## src/rtl/i2c_tgt_pkg.sv

```systemverilog
package i2c_tgt_pkg;
  localparam int BYTE_W = 8;
  localparam int DEVA_W = BYTE_W - 1;

  typedef enum logic [2:0] {
    ST_IDLE,   // bus free or not yet addressed
    ST_RECV,   // shifting a byte in from the controller
    ST_RACK,   // target drives acknowledge
    ST_SEND,   // shifting a register byte out
    ST_MACK,   // controller acknowledge slot after a sent byte
    ST_WAIT    // silent until START or STOP
  } tgt_state_e;

  typedef enum logic [1:0] {
    PH_DEV,    // byte holds device address and direction
    PH_PTR,    // byte loads the register pointer
    PH_DATA    // byte is written to the register file
  } rx_phase_e;
endpackage

```

## src/rtl/i2c_tgt_sync.sv

```systemverilog
module i2c_tgt_sync #(
  parameter int STAGES = 2
) (
  input  logic clk,
  input  logic rst_n,
  input  logic scl_i,
  input  logic sda_i,
  output logic scl_lvl,
  output logic sda_lvl,
  output logic scl_rise,
  output logic scl_fall,
  output logic bus_start,
  output logic bus_stop
);
  logic [STAGES-1:0] scl_pipe, sda_pipe;
  logic [STAGES-1:0] scl_pipe_n, sda_pipe_n;
  logic              scl_d, sda_d;

  generate
    if (STAGES > 1) begin : g_multi
      assign scl_pipe_n = {scl_pipe[STAGES-2:0], scl_i};
      assign sda_pipe_n = {sda_pipe[STAGES-2:0], sda_i};
    end else begin : g_single
      assign scl_pipe_n = scl_i;
      assign sda_pipe_n = sda_i;
    end
  endgenerate

  // Idle bus reads high on both lines.
  always_ff @(posedge clk or negedge rst_n) begin
    if (!rst_n) begin
      scl_pipe <= '1;
      sda_pipe <= '1;
      scl_d    <= 1'b1;
      sda_d    <= 1'b1;
    end else begin
      scl_pipe <= scl_pipe_n;
      sda_pipe <= sda_pipe_n;
      scl_d    <= scl_lvl;
      sda_d    <= sda_lvl;
    end
  end

  assign scl_lvl   = scl_pipe[STAGES-1];
  assign sda_lvl   = sda_pipe[STAGES-1];
  assign scl_rise  = scl_lvl & ~scl_d;
  assign scl_fall  = ~scl_lvl & scl_d;
  assign bus_start = scl_lvl & scl_d & sda_d & ~sda_lvl;
  assign bus_stop  = scl_lvl & scl_d & ~sda_d & sda_lvl;
endmodule

```

## src/rtl/i2c_tgt_shreg.sv

```systemverilog
module i2c_tgt_shreg #(
  parameter  int W  = 8,
  localparam int CW = $clog2(W + 1)
) (
  input  logic          clk,
  input  logic          rst_n,
  input  logic          clr,
  input  logic          ld,
  input  logic          cap,
  input  logic          sh,
  input  logic          in_bit,
  input  logic [W-1:0]  ld_val,
  output logic [W-1:0]  data,
  output logic [CW-1:0] cnt
);
  logic [W-1:0]  data_q, data_n;
  logic [CW-1:0] cnt_q, cnt_n;

  always_comb begin
    data_n = data_q;
    cnt_n  = cnt_q;
    if (clr) begin
      cnt_n = '0;
    end else if (ld) begin
      data_n = ld_val;
      cnt_n  = '0;
    end else if (cap) begin
      data_n = {data_q[W-2:0], in_bit};
      cnt_n  = cnt_q + CW'(1);
    end else if (sh) begin
      data_n = {data_q[W-2:0], 1'b1};
      cnt_n  = cnt_q + CW'(1);
    end
  end

  always_ff @(posedge clk or negedge rst_n) begin
    if (!rst_n) begin
      data_q <= '1;
      cnt_q  <= '0;
    end else if (clr | ld | cap | sh) begin
      data_q <= data_n;
      cnt_q  <= cnt_n;
    end
  end

  assign data = data_q;
  assign cnt  = cnt_q;
endmodule

```

## src/rtl/i2c_tgt_ptr.sv

```systemverilog
module i2c_tgt_ptr #(
  parameter int W = 8
) (
  input  logic         clk,
  input  logic         rst_n,
  input  logic         load,
  input  logic [W-1:0] load_val,
  input  logic         step,
  output logic [W-1:0] ptr
);
  logic [W-1:0] ptr_q, ptr_n;

  always_comb begin
    ptr_n = ptr_q;
    if (load)      ptr_n = load_val;
    else if (step) ptr_n = ptr_q + W'(1);
  end

  always_ff @(posedge clk or negedge rst_n) begin
    if (!rst_n)           ptr_q <= '0;
    else if (load | step) ptr_q <= ptr_n;
  end

  assign ptr = ptr_q;

  // pointer only moves on a load or a step, never on STOP alone
  p_ptr_hold_r9: assert property (@(posedge clk) disable iff (!rst_n)
    (!load && !step) |=> $stable(ptr_q));

  // stepping past the top address lands on zero
  p_ptr_wrap_r8: assert property (@(posedge clk) disable iff (!rst_n)
    (step && !load && ptr_q == '1) |=> (ptr_q == '0));
endmodule

```

## src/rtl/i2c_regport_target.sv

```systemverilog
module i2c_regport_target
  import i2c_tgt_pkg::*;
#(
  parameter int SYNC_STAGES = 2
) (
  input  logic              clk,
  input  logic              rst_n,
  input  logic [DEVA_W-1:0] dev_addr,
  input  logic              scl_i,
  input  logic              sda_i,
  output logic              sda_oe,
  output logic [BYTE_W-1:0] reg_addr,
  output logic [BYTE_W-1:0] reg_wdata,
  output logic              reg_we,
  input  logic [BYTE_W-1:0] reg_rdata
);
  localparam int CW = $clog2(BYTE_W + 1);
  localparam logic [CW-1:0] CNT_FULL = CW'(BYTE_W);
  localparam logic [CW-1:0] CNT_LAST = CW'(BYTE_W - 1);

  logic scl_lvl, sda_lvl, scl_rise, scl_fall, bus_start, bus_stop;

  i2c_tgt_sync #(.STAGES(SYNC_STAGES)) u_sync (
    .clk(clk), .rst_n(rst_n), .scl_i(scl_i), .sda_i(sda_i),
    .scl_lvl(scl_lvl), .sda_lvl(sda_lvl), .scl_rise(scl_rise),
    .scl_fall(scl_fall), .bus_start(bus_start), .bus_stop(bus_stop)
  );

  logic              sr_clr, sr_ld, sr_cap, sr_sh;
  logic [BYTE_W-1:0] sr_data;
  logic [CW-1:0]     sr_cnt;

  i2c_tgt_shreg #(.W(BYTE_W)) u_shreg (
    .clk(clk), .rst_n(rst_n), .clr(sr_clr), .ld(sr_ld), .cap(sr_cap),
    .sh(sr_sh), .in_bit(sda_lvl), .ld_val(reg_rdata),
    .data(sr_data), .cnt(sr_cnt)
  );

  logic              ptr_load, ptr_step;
  logic [BYTE_W-1:0] ptr;

  i2c_tgt_ptr #(.W(BYTE_W)) u_ptr (
    .clk(clk), .rst_n(rst_n), .load(ptr_load), .load_val(sr_data),
    .step(ptr_step), .ptr(ptr)
  );

  tgt_state_e st_q, st_n;
  rx_phase_e  ph_q, ph_n;
  logic       rw_q, rw_n;
  logic       mack_q, mack_n;
  logic       we_n;

  // Next-state logic; START and STOP override every state.
  always_comb begin
    st_n     = st_q;
    ph_n     = ph_q;
    rw_n     = rw_q;
    mack_n   = mack_q;
    sr_clr   = 1'b0;
    sr_ld    = 1'b0;
    sr_cap   = 1'b0;
    sr_sh    = 1'b0;
    ptr_load = 1'b0;
    ptr_step = 1'b0;
    we_n     = 1'b0;
    if (bus_start) begin
      st_n   = ST_RECV;
      ph_n   = PH_DEV;
      sr_clr = 1'b1;
    end else if (bus_stop) begin
      st_n = ST_IDLE;
    end else begin
      unique case (st_q)
        ST_RECV: begin
          if (scl_rise && sr_cnt != CNT_FULL) sr_cap = 1'b1;
          if (scl_fall && sr_cnt == CNT_FULL) begin
            unique case (ph_q)
              PH_DEV: begin
                if (sr_data[BYTE_W-1:1] == dev_addr) begin
                  rw_n = sr_data[0];
                  st_n = ST_RACK;
                end else begin
                  st_n = ST_WAIT;
                end
              end
              PH_PTR: begin
                ptr_load = 1'b1;
                st_n     = ST_RACK;
              end
              default: begin
                we_n     = 1'b1;
                ptr_step = 1'b1;
                st_n     = ST_RACK;
              end
            endcase
          end
        end
        ST_RACK: begin
          if (scl_fall) begin
            if (ph_q == PH_DEV && rw_q) begin
              sr_ld    = 1'b1;
              ptr_step = 1'b1;
              st_n     = ST_SEND;
            end else begin
              sr_clr = 1'b1;
              st_n   = ST_RECV;
              ph_n   = (ph_q == PH_DEV) ? PH_PTR : PH_DATA;
            end
          end
        end
        ST_SEND: begin
          if (scl_fall) begin
            if (sr_cnt == CNT_LAST) st_n  = ST_MACK;
            else                    sr_sh = 1'b1;
          end
        end
        ST_MACK: begin
          if (scl_rise) mack_n = ~sda_lvl;
          if (scl_fall) begin
            if (mack_q) begin
              sr_ld    = 1'b1;
              ptr_step = 1'b1;
              st_n     = ST_SEND;
            end else begin
              st_n = ST_WAIT;
            end
          end
        end
        default: ;
      endcase
    end
  end

  always_ff @(posedge clk or negedge rst_n) begin
    if (!rst_n) begin
      st_q   <= ST_IDLE;
      ph_q   <= PH_DEV;
      rw_q   <= 1'b0;
      mack_q <= 1'b0;
    end else begin
      st_q   <= st_n;
      ph_q   <= ph_n;
      rw_q   <= rw_n;
      mack_q <= mack_n;
    end
  end

  // Write strobe is combinational so it meets reg_addr before the step.
  assign reg_we    = we_n;
  assign reg_addr  = ptr;
  assign reg_wdata = sr_data;
  assign sda_oe    = (st_q == ST_RACK) | ((st_q == ST_SEND) & ~sr_data[BYTE_W-1]);

  // one strobe per byte
  p_we_pulse_r5: assert property (@(posedge clk) disable iff (!rst_n)
    reg_we |=> !reg_we);

  // a written byte is acknowledged right after its strobe
  p_we_then_ack_r5: assert property (@(posedge clk) disable iff (!rst_n)
    reg_we |=> sda_oe);

  // the target only moves SDA while SCL is low
  p_sda_edge_scl_low_r6: assert property (@(posedge clk) disable iff (!rst_n)
    !$stable(sda_oe) |-> !$past(scl_lvl));
endmodule

```

## config.mk

```make
export PLATFORM = sky130hd
export DESIGN_NAME = i2c_regport_target
export DESIGN_NICKNAME = d
export VERILOG_FILES = /design/src/rtl/i2c_tgt_pkg.sv /design/src/rtl/i2c_tgt_sync.sv /design/src/rtl/i2c_tgt_shreg.sv /design/src/rtl/i2c_tgt_ptr.sv /design/src/rtl/i2c_regport_target.sv
export SDC_FILE = /design/constraint.sdc
export NUM_CORES = 1
export LEC_CHECK = 0
export BUFFER_PORTS_ARGS = -buffer_cell sky130_fd_sc_hd__buf_4
export CAP_MARGIN = 10
export CORE_UTILIZATION = 45
export CTS_BUF_LIST = sky130_fd_sc_hd__clkbuf_8
export DETAILED_ROUTE_END_ITERATION = 8
export HOLD_SLACK_MARGIN = 0.05
export PLACE_DENSITY = 0.7
export SYNTH_ARGS = -nofsm -noshare
export SYNTH_HDL_FRONTEND = slang
export SYNTH_SLANG_ARGS = --single-unit
```

## constraint.sdc

```tcl
create_clock -name clk -period 2.8 [get_ports clk]
set_input_delay 0.28 -clock clk [delete_from_list [all_inputs] [get_ports clk]]
set_output_delay 0.28 -clock clk [all_outputs]
set_load 0.005 [all_outputs]
```

=== Word-level counts from Yosys, hierarchy flattened ===
Index checks and enable logic that the tools add are counted.

* Register bits after elaboration: 33
* Input bits: 19
* Logic and storage cells: 129

* Add/sub/neg operators: 2
* Equality and inequality tests: 16
* Multiplexer cells: 61
* Bitwise logic cells: 21
* Reduce and logical (&&, ||, !) cells: 18

{| class="wikitable"
|+ Operators by type and width
! operator !! count
|-
| $mux W8 || 5
|-
| $mux W1 || 32
|-
| $mux W3 || 10
|-
| $ne A4 B4 Y1 const B || 6
|-
| $mux W4 || 4
|-
| $mux W2 || 7
|-
| $pmux W3 S4 || 1
|-
| $reduce_and A6 Y1 || 2
|-
| $add A8 B1 Y8 const B || 1
|-
| $and A1 B1 Y1 || 8
|-
| $not A1 Y1 || 8
|-
| $reduce_and A4 Y1 || 2
|-
| $eq A7 B7 Y1 || 1
|-
| $eq A3 B2 Y1 const B || 2
|-
| $reduce_bool A2 Y1 || 3
|-
| $reduce_bool A6 Y1 || 1
|-
| $or A1 B1 Y1 || 5
|-
| $add A4 B1 Y4 const B || 1
|-
| $eq A4 B3 Y1 const B || 1
|-
| $eq A4 B4 Y1 const B || 1
|-
| $ne A2 B2 Y1 const B || 2
|-
| $reduce_and A2 Y1 || 2
|-
| $reduce_bool A4 Y1 || 1
|-
| $eq A3 B1 Y1 const B || 1
|-
| 9 further kinds || 11
|}

=== Longest topological paths before layout ===
* Word-level depth: 11
* Depth in mapped cells: 8
* Mapped depth without buffers: 7

=== Cells and area by module ===
A second synthesis with hierarchy kept.

* Cells, all modules: 178
* Area total of the unflattened synthesis: 1898.1 um2

{| class="wikitable"
|+ Modules (own cells, without submodules)
! module !! times used !! cells each !! area each (um2) !! seq. area each (um2)
|-
| i2c_tgt_shreg || 1 || 45 || 643.1 || 310.3
|-
| i2c_regport_target || 1 || 74 || 614.3 || 175.2
|-
| i2c_tgt_ptr || 1 || 49 || 450.4 || 200.2
|-
| i2c_tgt_sync || 1 || 10 || 190.2 || 157.7
|}

=== Worst setup path before layout ===
OpenSTA, ideal clock, no wires.

* Path kind: reg-to-reg
* Start point: register u_sync.scl_pipe[1]
* End point: register u_shreg.cnt_q[3] (netlist: u_shreg.cnt[3])
* Data arrival time: 1.618 ns
* Required time: 2.718 ns
* Slack: 1.100 ns
* Cell stages (with the launch flop): 5
* Path buffers: 0
* Clock period less this slack: 1.700 ns
* Cell sequence: dfstp_2 > nand2b_1 > o22ai_4 > or4_1 > a31oi_1

* Word-level cells in the longest chain between the ends: 10
* Elaborated cells on any way between the ends: 34
* Classes of those cells: mux (20); bitwise (11); reduce/logical (3)

{| class="wikitable"
|+ RTL lines
! item !! line !! RTL
|-
| start: declaration || i2c_tgt_sync.sv:15 || <nowiki>logic [STAGES-1:0] scl_pipe, sda_pipe;</nowiki>
|-
| start signal: assignment || i2c_tgt_sync.sv:37 || <nowiki>scl_pipe <= scl_pipe_n;</nowiki>
|-
| $not A1 Y1 || i2c_tgt_sync.sv:47 || <nowiki>assign scl_fall = ~scl_lvl & scl_d;</nowiki>
|-
| $and A1 B1 Y1 || i2c_tgt_sync.sv:47 ||
|-
| $mux W1 (on tied branches) || i2c_regport_target.sv:119, i2c_regport_target.sv:99 ||
|-
| $pmux W1 S2 / $mux W1 (equally long branches) || i2c_regport_target.sv:73 || <nowiki>unique case (st_q)</nowiki>
|-
| $mux W1 || i2c_regport_target.sv:70 || <nowiki>end else if (bus_stop) begin</nowiki>
|-
| $mux W1 || i2c_regport_target.sv:66 || <nowiki>if (bus_start) begin</nowiki>
|-
| $or A1 B1 Y1 (3 in a row) || i2c_tgt_shreg.sv:40 || <nowiki>end else if (clr | ld | cap | sh) begin</nowiki>
|-
| $reduce_and A2 Y1 (no line) || - ||
|-
| end signal: assignment || i2c_tgt_shreg.sv:42 || <nowiki>cnt_q <= cnt_n;</nowiki>
|-
| end: declaration || i2c_tgt_shreg.sv:17 || <nowiki>logic [CW-1:0] cnt_q, cnt_n;</nowiki>
|}

Parallel ways exist; a longest one is shown, timed or not.
A chain may end at the register's enable or synchronous reset.

=== Worst setup path after layout ===
* Start point: register st_q[0]
* End point: register u_shreg.cnt_q[2] (netlist: u_shreg.cnt[2])

* Word-level cells in the longest chain between the ends: 8
* Elaborated cells on any way between the ends: 24
* Classes of those cells: eq/ne (4); mux (15); bitwise (3); reduce/logical (2)

{| class="wikitable"
|+ RTL lines
! item !! line !! RTL
|-
| start: declaration || i2c_regport_target.sv:47 || <nowiki>tgt_state_e st_q, st_n;</nowiki>
|-
| start signal: assignment || i2c_regport_target.sv:141 || <nowiki>st_q <= st_n;</nowiki>
|-
| $eq A3 B3 Y1 / $eq A3 B2 Y1 (equally long branches) || i2c_regport_target.sv:73 ||
|-
| $pmux W1 S2 / $mux W1 (equally long branches) || i2c_regport_target.sv:73 ||
|-
| $mux W1 || i2c_regport_target.sv:70 ||
|-
| $mux W1 || i2c_regport_target.sv:66 ||
|-
| $or A1 B1 Y1 (3 in a row) || i2c_tgt_shreg.sv:40 ||
|-
| $reduce_and A2 Y1 (no line) || - ||
|}

Parallel ways exist; a longest one is shown, timed or not.

==> summary.txt <==
Critical path
  – R2r startpoint: st_q[0]
  – Critical path launch point type: register
  – Worst setup EP type: register
  – Worst setup path class: register to register
  – Worst EP required: between 2000 and 3000 ps
  – R2R setup slack: about 800 ps
  – Critical Path Start: st_q[0]
  – Critical path peak fanout: 17
  – Critical Path End: u_shreg.cnt[2]
  – FF-to-FF End: u_shreg.cnt[2]
  – Worst r2r path cells: 5
  – CP arrival: around 2200 ps

STA
  – Setup Viol. Count Final: 0
  – Fin worst setup slack: approximately 800 ps
  – Final min period: 2000 ps
  – Slew Viols, Final: 0
  – Period utilization: 0.713
  – RSZ-0062 raised after global routing: no
  – Final Hold Viols: 0
  – Clock skew: 5.76 ps
  – Setup TNS: 0 ps
  – Worst-margin pin slew: roughly 570 ps
  – Slew headroom: 0.621
  – Fmax: 501 MHz

Synth
  – Largest area contributor in the netlist: dfrtp_1
  – Area contributors post-synth: dfrtp_1 (24%), dfstp_2 (19%), nand2_1 (4.2%)
  – Post-synth EDFFs: 0
  – Post-synth cell types: 61
  – Share of the synthesized area in the top cell type: 0.240
  – Area of the mapped netlist: between 1500 and 2000 sq um
  – Flop and latch count out of synthesis: 33
  – Yosys warns: 0
  – Syn Nets: approximately 230
  – Syn avg cell area: approximately 9.8 sq um
  – Async SR Flop Fraction: 1.00
  – Seq/Total Area, Yosys: 0.426
  – Ys flop type: dfrtp_1
  – Cells after Synth: 203

Die
  – Rows: 23
  – Die Wd: ~68 um
  – Die H: 68.3 um
  – Top Ports: 37
  – Initial Utilization: 0.481
  – Core area: about 4000 sq um
  – Die footprint: around 4700 sq um

Min path
  – Worst Hold Depth: 1
  – Hold Path Class: input pin to register

Routing
  – Drt pass-1 iters: 4
  – Post-route ant nets: 0
  – DR iter-0 viols: around 120
  – Vias per Instance: between 5 and 6
  – Vias: approximately 1.6k
  – DRC Markers: 0
  – Drt total wl: roughly 4400 um
  – Wirelength per Cell: around 15 um

Pwr
  – Static Leakage: 1.00 nW
  – Switching power share of the total: 0.379
  – Register share of total power: 0.454
  – Net load switching power: between 0.0007 and 0.0008 W
  – Tot Pwr: 0.00195 W
  – Combinational share of power: 0.370
  – Worst-case vdd ir drop: around 0.42 mV
  – Clk network pwr share: 0.176
  – Power Dens Cells: 825 nW/um^2
  – Internal Power: 0.00121 W

Final layout
  – Finished Layout Cells: about 300
  – Area Overhead vs Synth: 19.4%
  – N_diodes: 0
  – Final Instance Area: ~2400 sq um
  – Fin nets: 264
  – Layout cells sized above 1: 0.309
  – Fillers: between 300 and 400

Job
  – Max Cap Violations: 0

Place
  – Pre-CTS setup slack: 842 ps
  – Dpl hpwl: approximately 3100 um
  – Port-buffer cells: 36
  – Placed instance count: about 280
  – DP Area: approximately 2300 sq um
  – GPL Wtd Cong: 0.834

GRT
  – Largest net degree at the start of global routing: 34
  – Grt total ovfl: 0
  – Antenna violations before repair: 0
  – Vias in the first global route: between 1k and 1.5k
  – First-pass GRT wire length: 6870 um
  – GR Util All Layers: 0.201

Clock network
  – Postcts setup bufs: 0
  – CTS buffer count: 5
  – Clock root buffer: clkbuf_8
  – Clock latency on the worst-skew pair: 280 ps
  – TritonCTS clock tree: done
  – Max clock buf depth: 2
  – Reg clk slew, reported paths: ~70 ps
  – H-tree depth: 2
  – Clock sinks: 33

Status
  – Status: finished clean
==> synthesized netlist by cell type (3+ instances only) <==
library cell  count
xor2_1            5
nand2_1          22
mux2i_1           7
dfstp_2          14
dfrtp_1          19
nor3_1            3
a21oi_1           9
o21ai_0           6
nand2b_1          5
nand3_1          10
nor2_1           10
inv_1            10
o21ai_1          13
nand3b_1          3
a22oi_1           4
xnor2_1           4
ha_1              3
nor3b_2           3
==> layout make-up <==
class                      instances  area [sq um]  area share
timing repair buffer              38           288       0.122
inverter                          10          37.5      0.0159
sequential                        33           843       0.357
tap                               50          62.6      0.0265
clock buffer                       5          68.8      0.0291
clock inverter                     3          13.8     0.00582
multi-input combinational        154          1050       0.444
==> cell usage in the layout, fill, tap and decap left out, types with 6 or more instances in the layout <==
cell type and n:
nor2_1 10, inv_1 11, buf_4 37, mux2i_1 7
o21ai_1 13, nand3_1 10, dfstp_2 14, nand2_1 22
dfrtp_1 19, a21oi_1 9, o21ai_0 6
==> registers in the layout, summed over array words and instances (netlist names) <==
name and cells:
mack_q 1, ph_q 2, rw_q 1, st_q 3, u_ptr.ptr 8, u_shreg.cnt 4
u_shreg.data 8, u_sync.scl_d 1, u_sync.scl_pipe 2, u_sync.sda_d 1, u_sync.sda_pipe 2
==> power by group through the flow <==
stage               clock [W]  combinational, W  sequential [W]
global placement            0          0.000709        0.000888
CTS                  0.000358          0.000726        0.000885
finish               0.000343          0.000722        0.000886
floorplan                   0          0.000537        0.000815
global route         0.000371          0.000808        0.000919
detailed placement          0          0.000722        0.000891
==> timing repair <==
item	4_1_cts	5_1_grt
hold buffers	1	0
gates resized for setup	0	0
hold endpoints to repair	19	0
==> routing by layer <==
layer | global-route usage | share of wire | vias to the layer above
li1 | - | - | 812
met1 | 0.300 | 0.51 | 726
met2 | 0.279 | 0.44 | 30
met3 | 0.0350 | 0.038 | 7
met4 | 0.0885 | 0.020 | 0
met5 | 0 | 0 | -
==> kinds of logic (layout without fill, tap and decap cells) <==
kind of cell | count (synthesis) | in the layout | share of synthesized area
AO/OA/AOI/OAI | 55 | 55 | 0.200
XOR/XNOR | 9 | 9 | 0.0398
adder cells (fa/ha/maj) | 3 | 3 | 0.0190
buffers and inverters | 16 | 56 | 0.0436
flip-flops | 33 | 33 | 0.426
multiplexers | 8 | 8 | 0.0411
AND/OR/NAND/NOR | 79 | 79 | 0.231
==> worst max-delay path: stages (launching register included) <==
cell	delay (ps)
dfrtp_1	530
nor3b_2	400
nand2_2	130
o22ai_4	440
nand2b_1	140
a311oi_2	270
==> how the worst min path moves through the flow <==
stage,slack [ps],start,end
final,100,sda_i,u_sync.sda_pipe[0]
after global routing,90,sda_i,u_sync.sda_pipe[0]
after CTS,90,sda_i,u_sync.sda_pipe[0]
after detailed placement,250,rst_n,st_q[0]
after global placement,250,rst_n,mack_q
after floorplan,-20,rst_n,mack_q
==> metrics by stage <==
stage | hold WS (ps) | utilization
2_1_floorplan | -15.6 | -
3_3_place_gp | 246 | 0.552
3_5_place_dp | 248 | 0.552
4_1_cts | 93.4 | 0.575
5_1_grt | 92.4 | 0.575
6_report | 104 | 0.575
Note: power is estimated with default switching activity, not from simulation.
